===== src/rtl/csa_pkg.sv =====
package csa_pkg;
  // Width of one ripple section
  localparam int CSA_SECT_W = 4;

  // Number of sections needed for a given width
  function automatic int csaSectCount(input int dataW, input int sectW);
    return dataW / sectW;
  endfunction
endpackage


===== src/rtl/csaSectionAdder.sv =====
module csaSectionAdder #(
  parameter int SECT_W = 4
) (
  input  logic [SECT_W-1:0] opA,
  input  logic [SECT_W-1:0] opB,
  input  logic              carryIn,
  output logic [SECT_W-1:0] sumOut,
  output logic              carryOut
);
  logic [SECT_W:0] ripple;

  assign ripple[0] = carryIn;

  for (genvar g = 0; g < SECT_W; g++) begin : g_bit
    assign sumOut[g]   = opA[g] ^ opB[g] ^ ripple[g];
    assign ripple[g+1] = (opA[g] & opB[g]) | (opA[g] & ripple[g]) | (opB[g] & ripple[g]);
  end

  assign carryOut = ripple[SECT_W];
endmodule


===== src/rtl/csaDatapath.sv =====
module csaDatapath #(
  parameter int DATA_W = 8,
  parameter int SECT_W = 4
) (
  input  logic [DATA_W-1:0]                 opA,
  input  logic [DATA_W-1:0]                 opB,
  input  logic [csa_pkg::csaSectCount(DATA_W, SECT_W)-1:0] sectSel,
  output logic [csa_pkg::csaSectCount(DATA_W, SECT_W)-1:0] condCarry0,
  output logic [csa_pkg::csaSectCount(DATA_W, SECT_W)-1:0] condCarry1,
  output logic [DATA_W-1:0]                 sumOut
);
  localparam int NUM_SECT = csa_pkg::csaSectCount(DATA_W, SECT_W);

  for (genvar s = 0; s < NUM_SECT; s++) begin : g_sect
    logic [SECT_W-1:0] condSum0;
    logic [SECT_W-1:0] condSum1;

    csaSectionAdder #(.SECT_W(SECT_W)) u_add0 (
      .opA(opA[s*SECT_W +: SECT_W]),
      .opB(opB[s*SECT_W +: SECT_W]),
      .carryIn(1'b0),
      .sumOut(condSum0),
      .carryOut(condCarry0[s])
    );

    csaSectionAdder #(.SECT_W(SECT_W)) u_add1 (
      .opA(opA[s*SECT_W +: SECT_W]),
      .opB(opB[s*SECT_W +: SECT_W]),
      .carryIn(1'b1),
      .sumOut(condSum1),
      .carryOut(condCarry1[s])
    );

    assign sumOut[s*SECT_W +: SECT_W] = sectSel[s] ? condSum1 : condSum0;

    always_comb begin

      cond_pair_chk: assert ({condCarry1[s], condSum1} ==
                             (SECT_W+1)'({condCarry0[s], condSum0} + (SECT_W+1)'(1)))
        else $error("conditional section results disagree in section %0d", s);
    end
  end
endmodule


===== src/rtl/csaSelectCtl.sv =====
module csaSelectCtl #(
  parameter int NUM_SECT = 2
) (
  input  logic                carryIn,
  input  logic [NUM_SECT-1:0] condCarry0,
  input  logic [NUM_SECT-1:0] condCarry1,
  output logic [NUM_SECT-1:0] sectSel,
  output logic                carryOut
);
  // Carry entering each section, chained stage by stage
  logic [NUM_SECT:0] chainCarry;
  // Product of carry-when-1 terms from a section up to the top
  logic [NUM_SECT:0] tailProd;
  logic [NUM_SECT-1:0] genTerm;
  logic cinTerm;

  assign chainCarry[0]      = carryIn;
  assign tailProd[NUM_SECT] = 1'b1;

  for (genvar i = 0; i < NUM_SECT; i++) begin : g_chain
    assign chainCarry[i+1] = (chainCarry[i] & condCarry1[i]) | condCarry0[i];
    assign sectSel[i]      = chainCarry[i];
  end

  for (genvar j = 0; j < NUM_SECT; j++) begin : g_flat
    assign tailProd[j] = tailProd[j+1] & condCarry1[j];
    assign genTerm[j]  = condCarry0[j] & tailProd[j+1];
  end

  assign cinTerm  = carryIn & tailProd[0];
  assign carryOut = cinTerm | (|genTerm);

  always_comb begin

    carry_match_chk: assert (carryOut == chainCarry[NUM_SECT])
      else $error("flattened carry-out differs from chained carry");

    cond_order_chk: assert ((condCarry0 & ~condCarry1) == '0)
      else $error("carry set under carry 0 but clear under carry 1");
  end
endmodule


===== src/rtl/csaAdder.sv =====
module csaAdder #(
  parameter int DATA_W = 8,
  parameter int SECT_W = csa_pkg::CSA_SECT_W
) (
  input  logic [DATA_W-1:0] opA,
  input  logic [DATA_W-1:0] opB,
  input  logic              carryIn,
  output logic [DATA_W-1:0] sumOut,
  output logic              carryOut
);
  localparam int NUM_SECT = csa_pkg::csaSectCount(DATA_W, SECT_W);

  logic [NUM_SECT-1:0] sectSel;
  logic [NUM_SECT-1:0] condCarry0;
  logic [NUM_SECT-1:0] condCarry1;

  initial begin

    width_split_chk: assert (DATA_W % SECT_W == 0)
      else $error("DATA_W must be a multiple of SECT_W");
  end

  csaSelectCtl #(.NUM_SECT(NUM_SECT)) u_ctl (
    .carryIn(carryIn),
    .condCarry0(condCarry0),
    .condCarry1(condCarry1),
    .sectSel(sectSel),
    .carryOut(carryOut)
  );

  csaDatapath #(.DATA_W(DATA_W), .SECT_W(SECT_W)) u_dp (
    .opA(opA),
    .opB(opB),
    .sectSel(sectSel),
    .condCarry0(condCarry0),
    .condCarry1(condCarry1),
    .sumOut(sumOut)
  );

  always_comb begin

    value_identity_chk: assert ({carryOut, sumOut} ==
                                (DATA_W+1)'({1'b0, opA} + {1'b0, opB} + (DATA_W+1)'(carryIn)))
      else $error("sum value mismatch");
  end
endmodule


===== config.mk =====
export PLATFORM = sky130hd
export DESIGN_NAME = csaAdder
export DESIGN_NICKNAME = d
export VERILOG_FILES = /design/src/rtl/csa_pkg.sv /design/src/rtl/csaSectionAdder.sv /design/src/rtl/csaDatapath.sv /design/src/rtl/csaSelectCtl.sv /design/src/rtl/csaAdder.sv
export SDC_FILE = /design/constraint.sdc
export NUM_CORES = 1
export LEC_CHECK = 0
export BUFFER_PORTS_ARGS = -buffer_cell sky130_fd_sc_hd__buf_2
export CAP_MARGIN = 40
export CORE_AREA = 2 2 39 41
export DETAILED_ROUTE_END_ITERATION = 10
export DIE_AREA = 0 0 41 43
export GPL_TIMING_DRIVEN = 0
export PLACE_DENSITY = 0.7
export SLEW_MARGIN = 10
export SYNTH_ARGS = -nofsm -noshare
export SYNTH_HDL_FRONTEND = slang
export SYNTH_SLANG_ARGS = --single-unit

===== constraint.sdc =====
create_clock -name vclk -period 2.4
set_input_delay 0.48 -clock vclk [all_inputs]
set_output_delay 0.48 -clock vclk [all_outputs]
set_load 0.01 [all_outputs]

==> results of run 1 <==
[metal layers]
layer / part of all wire (%) / vias up / wire length, um
li1: - / 240 / -
met1: 35 / 206 / 344
met2: 60 / 14 / 601
met3: 5.2 / 0 / 52
met4: 0 / 0 / 0
met5: 0 / - / 0
[timing repair]
item                                    in CTS  in global routing
buffers inserted                             0                  1
endpoints found under the setup margin       4                  5
pin swaps                                    7                  0
resized for setup                           19                  2
[cell families after synthesis]
kind of cell    after synthesis  synth area share (%)
simple gates                 16                  20.1
compound gates               12                  25.6
fa+ha+maj                    10                  29.1
xor+xnor                      8                  16.3
buf+inv                       5                  4.36
mux                           2                  4.65
[layout make-up]
| class | instances | area (um^2) | area share [%] |
|---|---|---|---|
| Multi-Input combinational cell | 48 | 462 | 68.7 |
| Timing Repair Buffer | 27 | 166 | 24.8 |
| Inverter | 5 | 23.8 | 3.54 |
| Tap cell | 16 | 20.0 | 2.98 |
[power breakdown]
part / internal (mW) / switching (mW)
Combinational: 0.0901 / 0.0816
Clock: 0 / 0
Sequential: 0 / 0
[how the worst max path moves through the flow]
stage                 to  slack, ps  cells after the start
4_1_cts        sumOut[7]         -5                      9
2_1_floorplan  sumOut[7]         30                      7
3_3_place_gp   sumOut[7]       -170                      9
3_5_place_dp   sumOut[7]       -190                      9
6_report       sumOut[7]         -5                      9
5_1_grt        sumOut[6]       -140                      8
[synthesized netlist by cell type, drive strengths merged, types with 2 or more instances]
master	count
a2111oi	2
a211o	2
ha	10
inv	5
mux2i	2
nand2	2
nand2b	2
nor2	6
o21ai	2
or2	5
xnor2	5
xor2	3
[per-stage QoR]
step	cell area (um^2)	setup WS [ps]
final	672	-5.27
after global routing	672	-144
after CTS	658	-4.59
after detailed placement	581	-194
after global placement	581	-169
after floorplan	430	34.7
==> metrics.yaml, run 1 <==
status: "complete, but fails checks"
violations: "setup timing"
yosysWarnings: 0
crit_family: "compound AO/OA/AOI/OAI gates"
syn_area_um2: 430
rsz0062_at_grt: "true"
met1_usage_pct: 14.0
tns_ps: -5.27
hp-start: "carryIn"
clock_buffers: 0
gr-usage-all-layers_pct: 13.3
finalWirelength_um: 997
power.leakage_nw: 0.327
cp-end-kind: "primary output"
criticalPathCategory: "in -> out"
p_per_area_nw_per_um2: 256
fill_cells: 136
layout_setup_ws_ps: -5.27
cp.arrival_ps: 1930
hpwl_um: 855
nFlopsAndLatches: 0
max_clock_freq_mhz: 416
wl_per_cell_um: 10.4
fin_util_pct: 48.6
drive_gt1_share_pct: 55.0
total_power_mw: 0.172
layoutNonFillerInstCount: 96
grt_pass1_wl_um: 1730
die_x_um: 41
fin_nets: 109
seqCellArea_um2: 0
io_buffers: 26
yosys.area.top_type_share_pct: 29.1
crit_start: "opB[0]"
gr-total-overflow: 0
dp.cells: 95
max_stage_delay_ps: 330
startpoint_type: "input port"
cp_slowest_cell: "a2111oi_4"
antenna_found_initial: 0
synth_cell_types: 22
synth.area.top_cells: "ha_1, xnor2_1, or2_2, a2111oi_4, xor2_1"
gp_congestion: 0.629
worst_pin_slew_ps: 363
whs_ps: 1300
cp.required_ps: 1920
hold_viol_final: 0
die-area_um2: 1760
grtUsageMet2_pct: 27.8
drt_pass1_iterations: 4
area_delta_synth_final_pct: 56.1
globalRoute.busiestLayer: "met2"
setup-violations-final: 1
drc_errors: 0
maxSlewHeadroom_pct: 75.7
maxSlewViolCount: 0
start_util_pct: 31.1
drt_iter0_drc: 2
worst-path-buf-inv: 3
diodes: 0
hold_buffers: 0
layout_common_cells: "buf_2, ha_1, or2_2, nor2_1, xnor2_1"
core-area_um2: 1380
rows: 14
grt_max_degree: 5
antenna_left: 0
crit_fanout: 3
num_vias: 460
die_h_um: 43
grt_use_met3_pct: 0
grt_pass1_vias: 457
hp-class: "in -> out"
final_common_cell: "buf_2"
holdPathEnd: "sumOut[0]"
synth_top_cell_by_area: "ha_1"
synth.net_count: 80
maxCapViolations: 0
avgSynthCellArea_um2: 8.12
worstHoldPathCells: 3
fin_crit_ps: 2410
via_per_inst: 4.79
finalCritPeriodShare_pct: 100
crit_chain: "buf_8, inv_4, ha_4, nand2b_4, a2111oi_4, a211o_2, mux2i_1, xor2_1, buf_2"
ios: 26
vdd_drop_max_mv: 0.114
netlist_instances: 53
ys_seq_area_share_pct: 0
Power figures use the tool's default switching activity.
==> run 2: changes to the inputs <==
Settings changed: BUFFER_PORTS_ARGS -buffer_cell sky130_fd_sc_hd__buf_2 to default, DONT_BUFFER_PORTS from default to 1, PLACE_DENSITY 0.7 to 0.53.
==> run 2 against run 1 <==
  * Critical path type unchanged
  * The flow now finishes without violations
  * Worst setup slack gained 85 ps
  * Cell count fell by 28%
  * Worst hold slack worse by 260 ps
  * Largest cell class unchanged
  * Flip-flop and latch count unchanged
  * Core utilization down 13 points
  * Routed wire length is 22% lower
==> metrics.yaml, run 2 (synthesized netlist as in run 1, its figures left out) <==
seqPwrFrac_pct: 0  # unchanged
power.leakage_nw: 0.214  # -35%
drt_iter0_drc: 3  # +1
final_common_cell: "ha_1"
antenna_found_initial: 0  # unchanged
rsz0062_at_grt: "true"
crit_fanout: 3  # unchanged
via_per_inst: 5.33  # +11%
power.share.clock_pct: 0  # unchanged
maxCapViolations: 0  # unchanged
die_h_um: 43  # unchanged
crit_chain: "inv_8, ha_4, nand2b_4, a2111oi_4, a211o_2, mux2i_1, xor2_1"
wl_per_cell_um: 11.2  # +8.2%
final_area_um2: 490  # -27%
hold_buffers: 0  # unchanged
num_vias: 368  # -20%
total_power_mw: 0.115  # -33%
swShare_pct: 54.1  # +6.6 points
gp_congestion: 0.651  # +3.4%
maxSlewHeadroom_pct: 73.2  # -2.5 points
grt_pass1_wl_um: 1190  # -31%
fin_util_pct: 35.4  # -13 points
worst_pin_slew_ps: 399  # +36.8 ps
criticalPathCategory: "in -> out"
fin_nets: 82  # -25%
gr-total-overflow: 0  # unchanged
hpwl_um: 702  # -18%
io_buffers: 0  # -100%
seqCellArea_um2: 0  # unchanged
fin_crit_ps: 2320  # -84.7 ps
drc_errors: 0  # unchanged
rows: 14  # unchanged
hp-start: "carryIn"
cp-end-kind: "primary output"
finalWirelength_um: 775  # -22%
area_delta_synth_final_pct: 14.0
comb_power_share_pct: 100.0  # about the same
cp.required_ps: 1920  # about the same
grt_max_degree: 5  # unchanged
hold_viol_final: 0  # unchanged
drive_gt1_share_pct: 28.3  # -27 points
vdd_drop_max_mv: 0.0863  # -24%
tns_ps: 0  # +5.27 ps
finalCritPeriodShare_pct: 96.7  # -3.5 points
fill_cells: 152  # +12%
ios: 26  # unchanged
hp-class: "in -> out"
layout_common_cells: "ha_1, or2_2, nor2_1, xnor2_1, inv_1"
antenna_left: 0  # unchanged
cp_slowest_cell: "a2111oi_4"
multi_input_area_um2: 439  # -4.9%
maxSlewViolCount: 0  # unchanged
holdPathEnd: "sumOut[0]"
max_clock_freq_mhz: 431  # +3.7%
grt_pass1_vias: 347  # -24%
p_per_area_nw_per_um2: 235  # -7.9%
power.switching_mw: 0.0624  # -24%
diodes: 0  # unchanged
startpoint_type: "input port"
die-area_um2: 1760  # unchanged
postCtsSetupRepairBufs: 0  # unchanged
clock_buffers: 0  # unchanged
worstHoldPathCells: 1  # -2
die_x_um: 41  # unchanged
core-area_um2: 1380  # unchanged
setup-violations-final: 0  # -1
drt_pass1_iterations: 4  # unchanged
dpl-instance-area_um2: 450  # -22%
internal-power_mw: 0.0530  # -41%
status: "complete, no violations"
whs_ps: 1040  # -257 ps
nFlopsAndLatches: 0  # unchanged
max_stage_delay_ps: 390  # +60 ps
gr-usage-all-layers_pct: 8.69  # -4.6 points
start_util_pct: 31.1  # unchanged
cp.arrival_ps: 1840  # -90 ps
==> run 2: cell type report <==
type / count / share of cell area [%]
multi-input cells: 48 / 89.5
inverters: 5 / 6.38
well taps: 16 / 4.08
==> run 2: worst max-delay path: cells and delay by family <==
kind / cells / cell delay [ps]
compound gates: 2 / 590
xor+xnor: 1 / 260
mux: 1 / 220
fa+ha+maj: 1 / 140
simple gates: 1 / 140
buf+inv: 1 / 10
==> run 2: what timing repair did <==
| item | 4_1_cts | 5_1_grt |
|---|---|---|
| endpoints found under the setup margin | 2 | 3 |
| pin swaps | 3 | 5 |
| cloned | 0 | 0 |
| resized for setup | 1 | 11 |
==> run 2: power groups by stage <==
stage	Sequential, mW	Clock (mW)	Combinational (mW)
after floorplan	0	0	0.0972
after global placement	0	0	0.108
after detailed placement	0	0	0.108
after CTS	0	0	0.110
after global routing	0	0	0.129
final	0	0	0.115
==> run 2: worst max path at each step <==
stage / from / to
after floorplan: opA[0] / sumOut[7]
after global placement: opA[0] / sumOut[7]
after detailed placement: opA[0] / sumOut[7]
after CTS: opA[1] / sumOut[6]
after global routing: opB[0] / sumOut[7]
final: opB[0] / sumOut[7]
==> run 2: through the flow <==
stage / setup WS [ps] / std cells
after detailed placement: -59.2 / 69
after CTS: 43.9 / 69
final: 79.5 / 69
after global placement: -46.8 / 69
after floorplan: 34.7 / 53
after global routing: -10.2 / 69
==> run 2: layer usage <==
metal | track usage (%) | routed length (um)
met1 | 11.4 | 288
met2 | 15.3 | 381
met3 | 1.05 | 105
met4 | 0 | 0
met5 | 0 | 0
==> run 3: changes to the inputs <==
--- a/config.mk
+++ b/config.mk
@@ -14,2 +14,3 @@
 export PLACE_DENSITY = 0.53
+export SKIP_LAST_GASP = 1
 export SLEW_MARGIN = 10
==> constraint.sdc (replaced) <==
create_clock -name vclk -period 2.4
set_input_delay 0.36 -clock vclk [all_inputs]
set_output_delay 0.36 -clock vclk [all_outputs]
set_load 0.01 [all_outputs]
==> run 3 against run 2 <==
  * Flip-flop and latch count stayed put
  * Combinational power is 7% lower
  * Non-clock buffer count is the same
  * Critical endpoint unchanged
  * Largest cell class unchanged
  * Largest power group unchanged
==> metrics.yaml, run 3 (synthesized netlist as in run 1, its figures left out) <==
finalWirelength_um: 724  # -6.6%
diodes: 0  # unchanged
whs_ps: 799  # -240 ps
io_buffers: 0  # unchanged
cp_slowest_cell: "a2111oi_4"
layout_common_cells: "ha_1, nor2_1, inv_1, or2_2, xnor2_1"
post-place-ws_ps: 181  # +240 ps
drt_pass1_iterations: 4  # unchanged
hold_viol_final: 0  # unchanged
start_util_pct: 31.1  # unchanged
cp.required_ps: 2040  # +120 ps
rsz0062_at_grt: "false"
seqCellArea_um2: 0  # unchanged
die_h_um: 43  # unchanged
post_cts_resize_count: 0  # -1
wl_per_cell_um: 10.5  # -6.6%
worstHoldPathCells: 1  # unchanged
fin_crit_ps: 2200  # -124 ps
maxCapViolations: 0  # unchanged
gp_congestion: 0.651  # unchanged
hpwl_um: 702  # unchanged
worst_pin_slew_ps: 400  # +0.178 ps
power.leakage_nw: 0.210  # -2.0%
area_delta_synth_final_pct: 4.65
die-area_um2: 1760  # unchanged
wl_met3_um: 103  # -1.9%
setup-violations-final: 0  # unchanged
tns_ps: 0  # unchanged
die_x_um: 41  # unchanged
gr-usage-all-layers_pct: 8.79  # +0.10 points
via_per_inst: 5.30  # -0.54%
dp.cells: 69  # unchanged
status: "complete, no violations"
finalCritPeriodShare_pct: 91.5  # -5.2 points
fin_nets: 82  # unchanged
antenna_left: 0  # unchanged
maxSlewViolCount: 0  # unchanged
antenna_found_initial: 0  # unchanged
final_common_cell: "ha_1"
p_per_area_nw_per_um2: 237  # +0.72%
num_vias: 366  # -0.54%
max_clock_freq_mhz: 455  # +5.6%
drive_gt1_share_pct: 18.9  # -9.4 points
grt_pass1_wl_um: 1200  # +1.2%
cp-end-kind: "primary output"
maxSlewHeadroom_pct: 73.2  # about the same
core-area_um2: 1380  # unchanged
startpoint_type: "input port"
vdd_drop_max_mv: 0.0798  # -7.5%
grt_max_degree: 5  # unchanged
drt_iter0_drc: 1  # -2
layoutNonFillerInstCount: 69  # unchanged
cp.arrival_ps: 1840  # about the same
met2_wirelength_um: 337  # -12%
nFlopsAndLatches: 0  # unchanged
crit_fanout: 3  # unchanged
rows: 14  # unchanged
postCtsSetupRepairBufs: 0  # unchanged
clock_buffers: 0  # unchanged
criticalPathCategory: "in -> out"
layout_setup_ws_ps: 203  # +124 ps
highest_layer: "met3"
max_stage_delay_ps: 390  # about the same
crit_chain: "inv_1, ha_1, nand2b_2, a2111oi_4, a211o_2, mux2i_1, xor2_1"
ios: 26  # unchanged
drt-met1-wl_um: 283  # -1.7%
hp-class: "in -> out"
drc_errors: 0  # unchanged
grt_pass1_vias: 350  # +0.86%
hold_buffers: 0  # unchanged
gr-total-overflow: 0  # unchanged
run 3: through the flow:
stage / cell area [um^2] / util, % / power (mW)
floorplan: 430 / - / 0.0972
global placement: 450 / 32.5 / 0.108
detailed placement: 450 / 32.5 / 0.108
CTS: 450 / 32.5 / 0.109
global route: 450 / 32.5 / 0.120
finish: 450 / 32.5 / 0.107
run 3: worst paths after layout:
path | startpoint | endpoint | slack (ps)
setup / recovery | opA[0] | sumOut[7] | 200
hold / removal | carryIn | sumOut[0] | 800
run 3: layer usage:
layer	GRT usage (%)	up-vias
li1	-	185
met3	1.05	0
met5	0	-
met4	0	0
met2	15.6	15
met1	11.4	166
run 3: report_power, final:
part / internal, mW / switching [mW]
logic: 0.0474 / 0.0593
clock network: 0 / 0
registers: 0 / 0
total: 0.0474 / 0.0593
run 3: critical path, delay by kind of cell:
| kind | cells | cell delay (ps) |
|---|---|---|
| compound gates | 2 | 590 |
| xor+xnor | 1 | 260 |
| mux | 1 | 220 |
| fa+ha+maj | 1 | 190 |
| simple gates | 1 | 190 |
| buf+inv | 1 | 20 |
run 3: layout make-up:
class | count | area [um^2]
inverters | 5 | 18.8
well taps | 16 | 20.0
multi-input cells | 48 | 412
fillers | 152 | 933
